**config.mk**
```make
export PLATFORM = sky130hd
export DESIGN_NAME = settle_pattern_gen
export DESIGN_NICKNAME = d
export VERILOG_FILES = /design/src/rtl/settle_pkg.sv /design/src/rtl/settle_phase_timer.sv /design/src/rtl/settle_cfg_latch.sv /design/src/rtl/settle_code_former.sv /design/src/rtl/settle_strobe_gen.sv /design/src/rtl/settle_pattern_gen.sv
export SDC_FILE = /design/constraint.sdc
export NUM_CORES = 1
export LEC_CHECK = 0
export BUFFER_PORTS_ARGS = -buffer_cell sky130_fd_sc_hd__clkbuf_2
export CORE_UTILIZATION = 40
export CTS_CLUSTER_SIZE = 24
export DETAILED_ROUTE_END_ITERATION = 7
export GPL_TIMING_DRIVEN = 0
export PLACE_DENSITY_LB_ADDON = 0.2
export SLEW_MARGIN = 20
export SYNTH_ARGS = -nofsm -noshare
export SYNTH_HDL_FRONTEND = slang
export SYNTH_SLANG_ARGS = --single-unit
```
**constraint.sdc**
```tcl
create_clock -name clk -period 1.69 [get_ports clk]
set_input_delay 0.507 -clock clk [delete_from_list [all_inputs] [get_ports clk]]
set_output_delay 0.507 -clock clk [all_outputs]
set_load 0.05 [all_outputs]
```
**src/rtl/settle_pkg.sv**
```systemverilog
// Shared types and helpers for the settling-time stimulus generator.
// Assumes nothing beyond IEEE 1800-2017 packages.
package settle_pkg;

    // Direction filter for the sampling strobe
    typedef enum logic [1:0] {
        STB_ANY     = 2'b00,
        STB_RISE    = 2'b01,
        STB_FALL    = 2'b10,
        STB_ANY_ALT = 2'b11
    } stb_mode_e;

    // True when a step of the given direction should receive a strobe
    function automatic logic edge_wanted(input stb_mode_e mode, input logic rising);
        case (mode)
            STB_RISE: return rising;
            STB_FALL: return !rising;
            default:  return 1'b1;
        endcase
    endfunction

endpackage

```
**src/rtl/settle_phase_timer.sv**
```systemverilog
// Phase counter for the code pattern.
// Counts reference cycles inside one code period and flips the level at the
// end of each period. It raises `step` in the cycle whose closing edge makes
// a code transition.
// Assumes PERIOD_CYC >= 2.
module settle_phase_timer #(
    parameter int PERIOD_CYC = 16,
    parameter int PH_W       = $clog2(PERIOD_CYC)
) (
    input  logic            clk,
    input  logic            rst_n,
    input  logic            en,
    output logic            step,
    output logic [PH_W-1:0] phase_q,
    output logic            lvl_q,
    output logic            run_q
);

    localparam logic [PH_W-1:0] LAST = PH_W'(PERIOD_CYC - 1);

    // A transition happens at start-up or at the last cycle of a period
    always_comb step = en && (!run_q || phase_q == LAST);

    // Advance the phase, flip the level on each step, idle when disabled
    always_ff @(posedge clk) begin
        if (!rst_n || !en) begin
            run_q   <= 1'b0;
            phase_q <= '0;
            lvl_q   <= 1'b0;
        end else if (step) begin
            run_q   <= 1'b1;
            phase_q <= '0;
            lvl_q   <= run_q ? ~lvl_q : 1'b1;
        end else begin
            phase_q <= phase_q + 1'b1;
        end
    end

    // the end of a period flips the level and restarts the phase
    a_r3_period_flip: assert property (@(posedge clk) disable iff (!rst_n)
        (run_q && en && phase_q == LAST) |=> (run_q && phase_q == '0 && lvl_q != $past(lvl_q)));

    // start-up always begins with a rising step
    a_r2_first_rise: assert property (@(posedge clk) disable iff (!rst_n)
        (!run_q && en) |=> (run_q && lvl_q && phase_q == '0));

    // disabling stops the pattern at the next edge
    a_r1_stop: assert property (@(posedge clk) disable iff (!rst_n)
        !en |=> !run_q);

endmodule

```
**src/rtl/settle_cfg_latch.sv**
```systemverilog
// Setting capture: clamps delay and width and holds them, with the strobe
// direction, from one code transition to the next.
// Assumes `step` is high only in the cycle that closes a code period.
module settle_cfg_latch
    import settle_pkg::*;
#(
    parameter int PERIOD_CYC = 16,
    parameter int CODE_W     = 12,
    parameter int DLY_W      = 6,
    parameter int WID_W      = 4,
    parameter int PH_W       = $clog2(PERIOD_CYC)
) (
    input  logic             clk,
    input  logic             rst_n,
    input  logic             step,
    input  logic [DLY_W-1:0] dly_in,
    input  logic [1:0]       mode_in,
    input  logic [WID_W-1:0] wid_in,
    output logic [PH_W-1:0]  dly_q,
    output stb_mode_e        mode_q,
    output logic [WID_W-1:0] wid_q
);

    localparam logic [PH_W-1:0]  DLY_MAX = PH_W'(PERIOD_CYC - 1);
    localparam logic [WID_W-1:0] WID_MAX = WID_W'(CODE_W);
    localparam logic [WID_W-1:0] WID_MIN = WID_W'(2);

    logic [PH_W-1:0]  dly_c;
    logic [WID_W-1:0] wid_c;

    // Limit the requested delay to the last cycle of a period
    always_comb dly_c = (int'(dly_in) > PERIOD_CYC - 1) ? DLY_MAX : PH_W'(dly_in);

    // Limit the requested width to the range 2..CODE_W
    always_comb begin
        if (wid_in < WID_MIN)             wid_c = WID_MIN;
        else if (int'(wid_in) > CODE_W)   wid_c = WID_MAX;
        else                              wid_c = wid_in;
    end

    // Capture the settings only at a code transition
    always_ff @(posedge clk) begin
        if (!rst_n) begin
            dly_q  <= '0;
            mode_q <= STB_ANY;
            wid_q  <= WID_MAX;
        end else if (step) begin
            dly_q  <= dly_c;
            mode_q <= stb_mode_e'(mode_in);
            wid_q  <= wid_c;
        end
    end

    // settings do not move between transitions
    a_r7_hold_between_steps: assert property (@(posedge clk) disable iff (!rst_n)
        !step |=> ($stable(dly_q) && $stable(mode_q) && $stable(wid_q)));

    // the captured delay never exceeds the period
    a_r5_delay_limit: assert property (@(posedge clk) disable iff (!rst_n)
        dly_q <= DLY_MAX);

    // the captured width stays in its legal range
    a_r8_width_limit: assert property (@(posedge clk) disable iff (!rst_n)
        (wid_q >= WID_MIN) && (wid_q <= WID_MAX));

endmodule

```
**src/rtl/settle_code_former.sv**
```systemverilog
// Code former: turns the level and captured width into the converter code.
// The low code is 1. The high code has the lowest `wid` bits set.
// Assumes 2 <= wid <= CODE_W.
module settle_code_former #(
    parameter int CODE_W = 12,
    parameter int WID_W  = 4
) (
    input  logic              run,
    input  logic              lvl,
    input  logic [WID_W-1:0]  wid,
    output logic [CODE_W-1:0] code
);

    logic [CODE_W-1:0] mask;

    // Build the active-bit mask for the captured width
    always_comb begin
        for (int i = 0; i < CODE_W; i++) mask[i] = (i < int'(wid));
    end

    // Select the high code only while running at the high level
    always_comb code = (run && lvl) ? mask : CODE_W'(1);

endmodule

```
**src/rtl/settle_strobe_gen.sv**
```systemverilog
// Strobe generator: one pulse per period at the captured delay, filtered by
// step direction.
// Assumes phase restarts at 0 in the cycle the new code first appears.
module settle_strobe_gen
    import settle_pkg::*;
#(
    parameter int PH_W = 4
) (
    input  logic            run,
    input  logic            lvl,
    input  logic [PH_W-1:0] phase,
    input  logic [PH_W-1:0] dly,
    input  stb_mode_e       mode,
    output logic            strobe
);

    // Fire when the phase reaches the delay on a wanted step direction
    always_comb strobe = run && (phase == dly) && edge_wanted(mode, lvl);

endmodule

```
**src/rtl/settle_pattern_gen.sv**
```systemverilog
// Top of the settling-time stimulus generator.
// Drives a full-scale alternating code and a delayed sampling strobe for a
// converter under test. The code period and strobe delay are counted in `clk`
// cycles. Outputs are decoded from flops in the same clock domain.
// Assumes PERIOD_CYC >= 2 and CODE_W >= 2.
module settle_pattern_gen
    import settle_pkg::*;
#(
    parameter int CODE_W     = 12,
    parameter int PERIOD_CYC = 16,
    parameter int DLY_W      = $clog2(PERIOD_CYC) + 2,
    parameter int WID_W      = $clog2(CODE_W + 1)
) (
    input  logic              clk,
    input  logic              rst_n,
    input  logic              enable,
    input  logic [DLY_W-1:0]  delay_sel,
    input  logic [1:0]        strobe_edge,
    input  logic [WID_W-1:0]  width_sel,
    output logic [CODE_W-1:0] dac_code,
    output logic              sample_strobe
);

    localparam int PH_W = $clog2(PERIOD_CYC);

    logic             step;
    logic [PH_W-1:0]  phase_q;
    logic             lvl_q;
    logic             run_q;
    logic [PH_W-1:0]  dly_q;
    stb_mode_e        mode_q;
    logic [WID_W-1:0] wid_q;

    settle_phase_timer #(.PERIOD_CYC(PERIOD_CYC), .PH_W(PH_W)) u_timer (
        .clk(clk), .rst_n(rst_n), .en(enable), .step(step),
        .phase_q(phase_q), .lvl_q(lvl_q), .run_q(run_q)
    );

    settle_cfg_latch #(
        .PERIOD_CYC(PERIOD_CYC), .CODE_W(CODE_W), .DLY_W(DLY_W),
        .WID_W(WID_W), .PH_W(PH_W)
    ) u_cfg (
        .clk(clk), .rst_n(rst_n), .step(step), .dly_in(delay_sel),
        .mode_in(strobe_edge), .wid_in(width_sel),
        .dly_q(dly_q), .mode_q(mode_q), .wid_q(wid_q)
    );

    settle_code_former #(.CODE_W(CODE_W), .WID_W(WID_W)) u_code (
        .run(run_q), .lvl(lvl_q), .wid(wid_q), .code(dac_code)
    );

    settle_strobe_gen #(.PH_W(PH_W)) u_stb (
        .run(run_q), .lvl(lvl_q), .phase(phase_q), .dly(dly_q),
        .mode(mode_q), .strobe(sample_strobe)
    );

    // idle outputs are the low code and no strobe
    a_r1_idle_outputs: assert property (@(posedge clk) disable iff (!rst_n)
        !run_q |-> (dac_code == CODE_W'(1) && !sample_strobe));

    // the high code has exactly the captured number of bits, from bit 0
    a_r8_high_code_bits: assert property (@(posedge clk) disable iff (!rst_n)
        (run_q && lvl_q) |-> ($countones(dac_code) == int'(wid_q) && dac_code[0]));

    // the strobe never lasts two cycles
    a_r9_single_pulse: assert property (@(posedge clk) disable iff (!rst_n)
        sample_strobe |=> !sample_strobe);

    // rising-only mode strobes only while the high code is shown
    a_r6_rise_only: assert property (@(posedge clk) disable iff (!rst_n)
        (sample_strobe && mode_q == STB_RISE) |-> (dac_code != CODE_W'(1)));

endmodule

```
==> impl_metrics.yaml <==
clock_network:
  cts_hold_buf: 0
  clk_path_buf_depth: 2
  htreeDepth: 1
  clkSlewWorstSetupHoldPaths_ps: 90
  cts_buffers: 3
  cts_tree: "done"
  cts.sinks: 16
  cts_root_buf: "clkbuf_4"
  clk_latency_ps: 280
min_path:
  hold_path_class: "input port to flip-flop"
  holdPathEnd: "u_cfg.mode_q[1]"
  hp-start: "strobe_edge[1]"
  min_delay_path_depth: 3
run:
  drv_cap: 0
setup_path:
  cp-end-kind: "output pin"
  reg2regPathDepth: 4
  crit_fanout: 3
  r2r-start: "u_timer.phase_q[0]"
  critPathKind: "flip-flop to output pin"
  startpoint_type: "flip-flop"
  path_cells: "inv_2 > ha_2 > mux2_4 > o2111ai_2 > nor3_2 > clkbuf_8"
  critPathSlowestCell: "dfxtp_2"
  cp.required_ps: 1180
  timing.critical_path.slowest_cell_delay_ps: 360
  reg2reg_slack_ps: 390
  crit_arrival_ps: 1520
  r2r_end: "u_cfg.wid_q[0]"
floorplanning:
  rows: 16
  die_w_um: 48.86
  die_y_um: 48.86
  start_util_pct: 43.44
  io_pins: 28
  coreArea_sq_mm: 0.002022
  dieArea_sq_mm: 0.002387
synth:
  synth_flop_cell: "dfxtp_1"
  yosysTopAreaCellShare_pct: 36.47
  synth_edf_count: 0
  ys_seq_elements: 16
  seq_area_frac_synth_pct: 36.47
  synth_cell_types: 28
  yosysTopAreaCell: "dfxtp_1"
  synth.avg_cell_area_sq_um: 8.286
  syn_inst: 106
  yosys_warnings: 0
  async_flop_share_pct: 0
  synth_area_leaders: "dfxtp_1 (36%), mux2i_1 (8.0%), nor2_1 (5.6%)"
  syn_area_sq_um: 878.3
  syn_nets: 124
timing:
  fin_crit_sh_pct: 120.1
  relSlewSlack_pct: 71.91
  grt_setup_unrepaired: "true"
  worstMarginPinSlew_ps: 421.3
  hold_viol: 0
  setup_viol: 7
  slew_viol_final: 0
  setup_tns_ps: -870.7
  period_minus_slack_ps: 2029
  clock_skew_ps: 2.943
  clock.fmax_mhz: 492.9
  fin_ws_ps: -338.9
pwr:
  clkPwrFrac_pct: 29.1
  power_density_mw_per_mm2: 692.1
  design_power_total_mw: 0.8521
  leakage_nw: 0.5133
  seq_power_share_pct: 50.6
  p_sw_share_pct: 28.97
  max-vdd-ir-drop_mv: 0.5131
  switchingPower_mw: 0.2469
  p_int_mw: 0.6052
  combPwrFrac_pct: 20.3
detailed_routing:
  wl_per_cell_um: 11.80
  dr_total_vias: 836
  ant_nets: 0
  routed_wl_um: 1912
  firstDrtPassIters: 4
  dr.first_iter.drc_count: 10
  drc_errors: 0
  vias_per_cell: 5.160
global_routing:
  gr-total-overflow: 0
  antenna_found_initial: 0
  grt_max_degree: 11
  grt_pass1_vias: 759
  grt_pass1_wl_um: 3374
  grt_usage_pct: 18.10
placed_design:
  io_buffers: 26
  gpl.final_weighted_congestion: 0.7425
  hpwl_um: 1383
cells_and_area:
  drive_above_1_share_pct: 48.15
  final_common_cell: "clkbuf_4"
  layout_common_cells: "clkbuf_4 (14), clkbuf_2 (13), nand2_1 (11)"
  layout.nets: 154
  antenna_cells: 0
  area_growth_pct: 40.17
run_status:
  status: "complete, but fails checks"
  violations: "setup timing"
## flip-flops by register name, indices dropped and copies added, names as in the netlist
| signal | count |
|---|---|
| u_cfg.dly_q | 4 |
| u_cfg.mode_q | 2 |
| u_cfg.wid_q | 4 |
| u_timer.lvl_q | 1 |
| u_timer.phase_q | 4 |
| u_timer.run_q | 1 |
## metal layers
| metal | vias up | track usage, % | share of wire [%] |
|---|---|---|---|
| met5 | - | 0 | 0 |
| met4 | 0 | 2.941 | 0 |
| met3 | 0 | 5.607 | 3.8 |
| met2 | 16 | 29.17 | 47 |
| met1 | 391 | 24.04 | 49 |
| li1 | 429 | - | - |
## stage by stage
stage	instance area, sq um	worst slack (ps)	util [%]	hold WS, ps	cells
finish	1231	-338.9	60.89	438.3	162
CTS	1181	-341.8	58.42	430.2	162
floorplan	928.4	-202.0	-	439.6	106
global route	1231	-403.6	60.89	453.5	162
detailed placement	1092	-141.7	54.02	470.1	159
global placement	1092	-132.5	54.02	457.0	159
## what timing repair did
action / in CTS / in global routing
buffers inserted: 1 / 0
setup endpoints to repair: 13 / 13
pin swaps: 1 / 0
resized for setup: 17 / 32
## synth_stat cells, drive strengths merged (2+ instances only)
library cell and n:
and2 2, xor2 2, xnor2 5, ha 3, nand2 13, nand3 5, o211ai 3, inv 7
a21oi 7, clkbuf 3, o31ai 4, nor3 3, dfxtp 16, nor2 13, mux2i 7, nand4 3
## power by group through the flow
stage          Sequential (mW)  Clock [mW]  Combinational, mW
6_report                 0.431       0.248              0.173
5_1_grt                  0.435       0.269              0.192
4_1_cts                  0.430       0.261              0.168
3_5_place_dp             0.426           0              0.165
3_3_place_gp             0.426           0              0.162
2_1_floorplan            0.422           0              0.123
## area by class of cell
type	count	area (sq um)
Multi-Input combinational cell	79	599.3
Inverter	7	30.03
Timing Repair Buffer	27	182.7
Tap cell	27	33.78
Fill cell	174	790.8
Clock buffer	4	36.28
Sequential cell	16	340.3
Buffer	2	8.758
## worst max-delay path by stage
stage	end	start	depth (start not counted)
4_1_cts	sample_strobe	u_cfg.mode_q[1]	6
2_1_floorplan	sample_strobe	u_cfg.mode_q[0]	4
3_3_place_gp	dac_code[4]	u_cfg.wid_q[2]	4
5_1_grt	sample_strobe	u_cfg.mode_q[0]	6
6_report	sample_strobe	u_cfg.mode_q[0]	6
3_5_place_dp	sample_strobe	u_cfg.mode_q[0]	6
## cells by family after synthesis
group | synth area share, %
and+or+nand+nor | 24.07
AOI/OAI and AO/OA | 14.10
DFF | 36.47
buffers and inverters | 4.843
muxes | 9.259
xor gates and xnor gates | 6.980
adders and majority gates | 4.274
## worst max-delay path, delay by kind of cell (launching register included)
family,cells,cell delay (ps)
flops,1,360
mux,1,270
buf+inv,2,220
fa+ha+maj,1,170
compound gates,1,170
simple gates,1,60
Note: power is estimated with default switching activity, not from simulation.
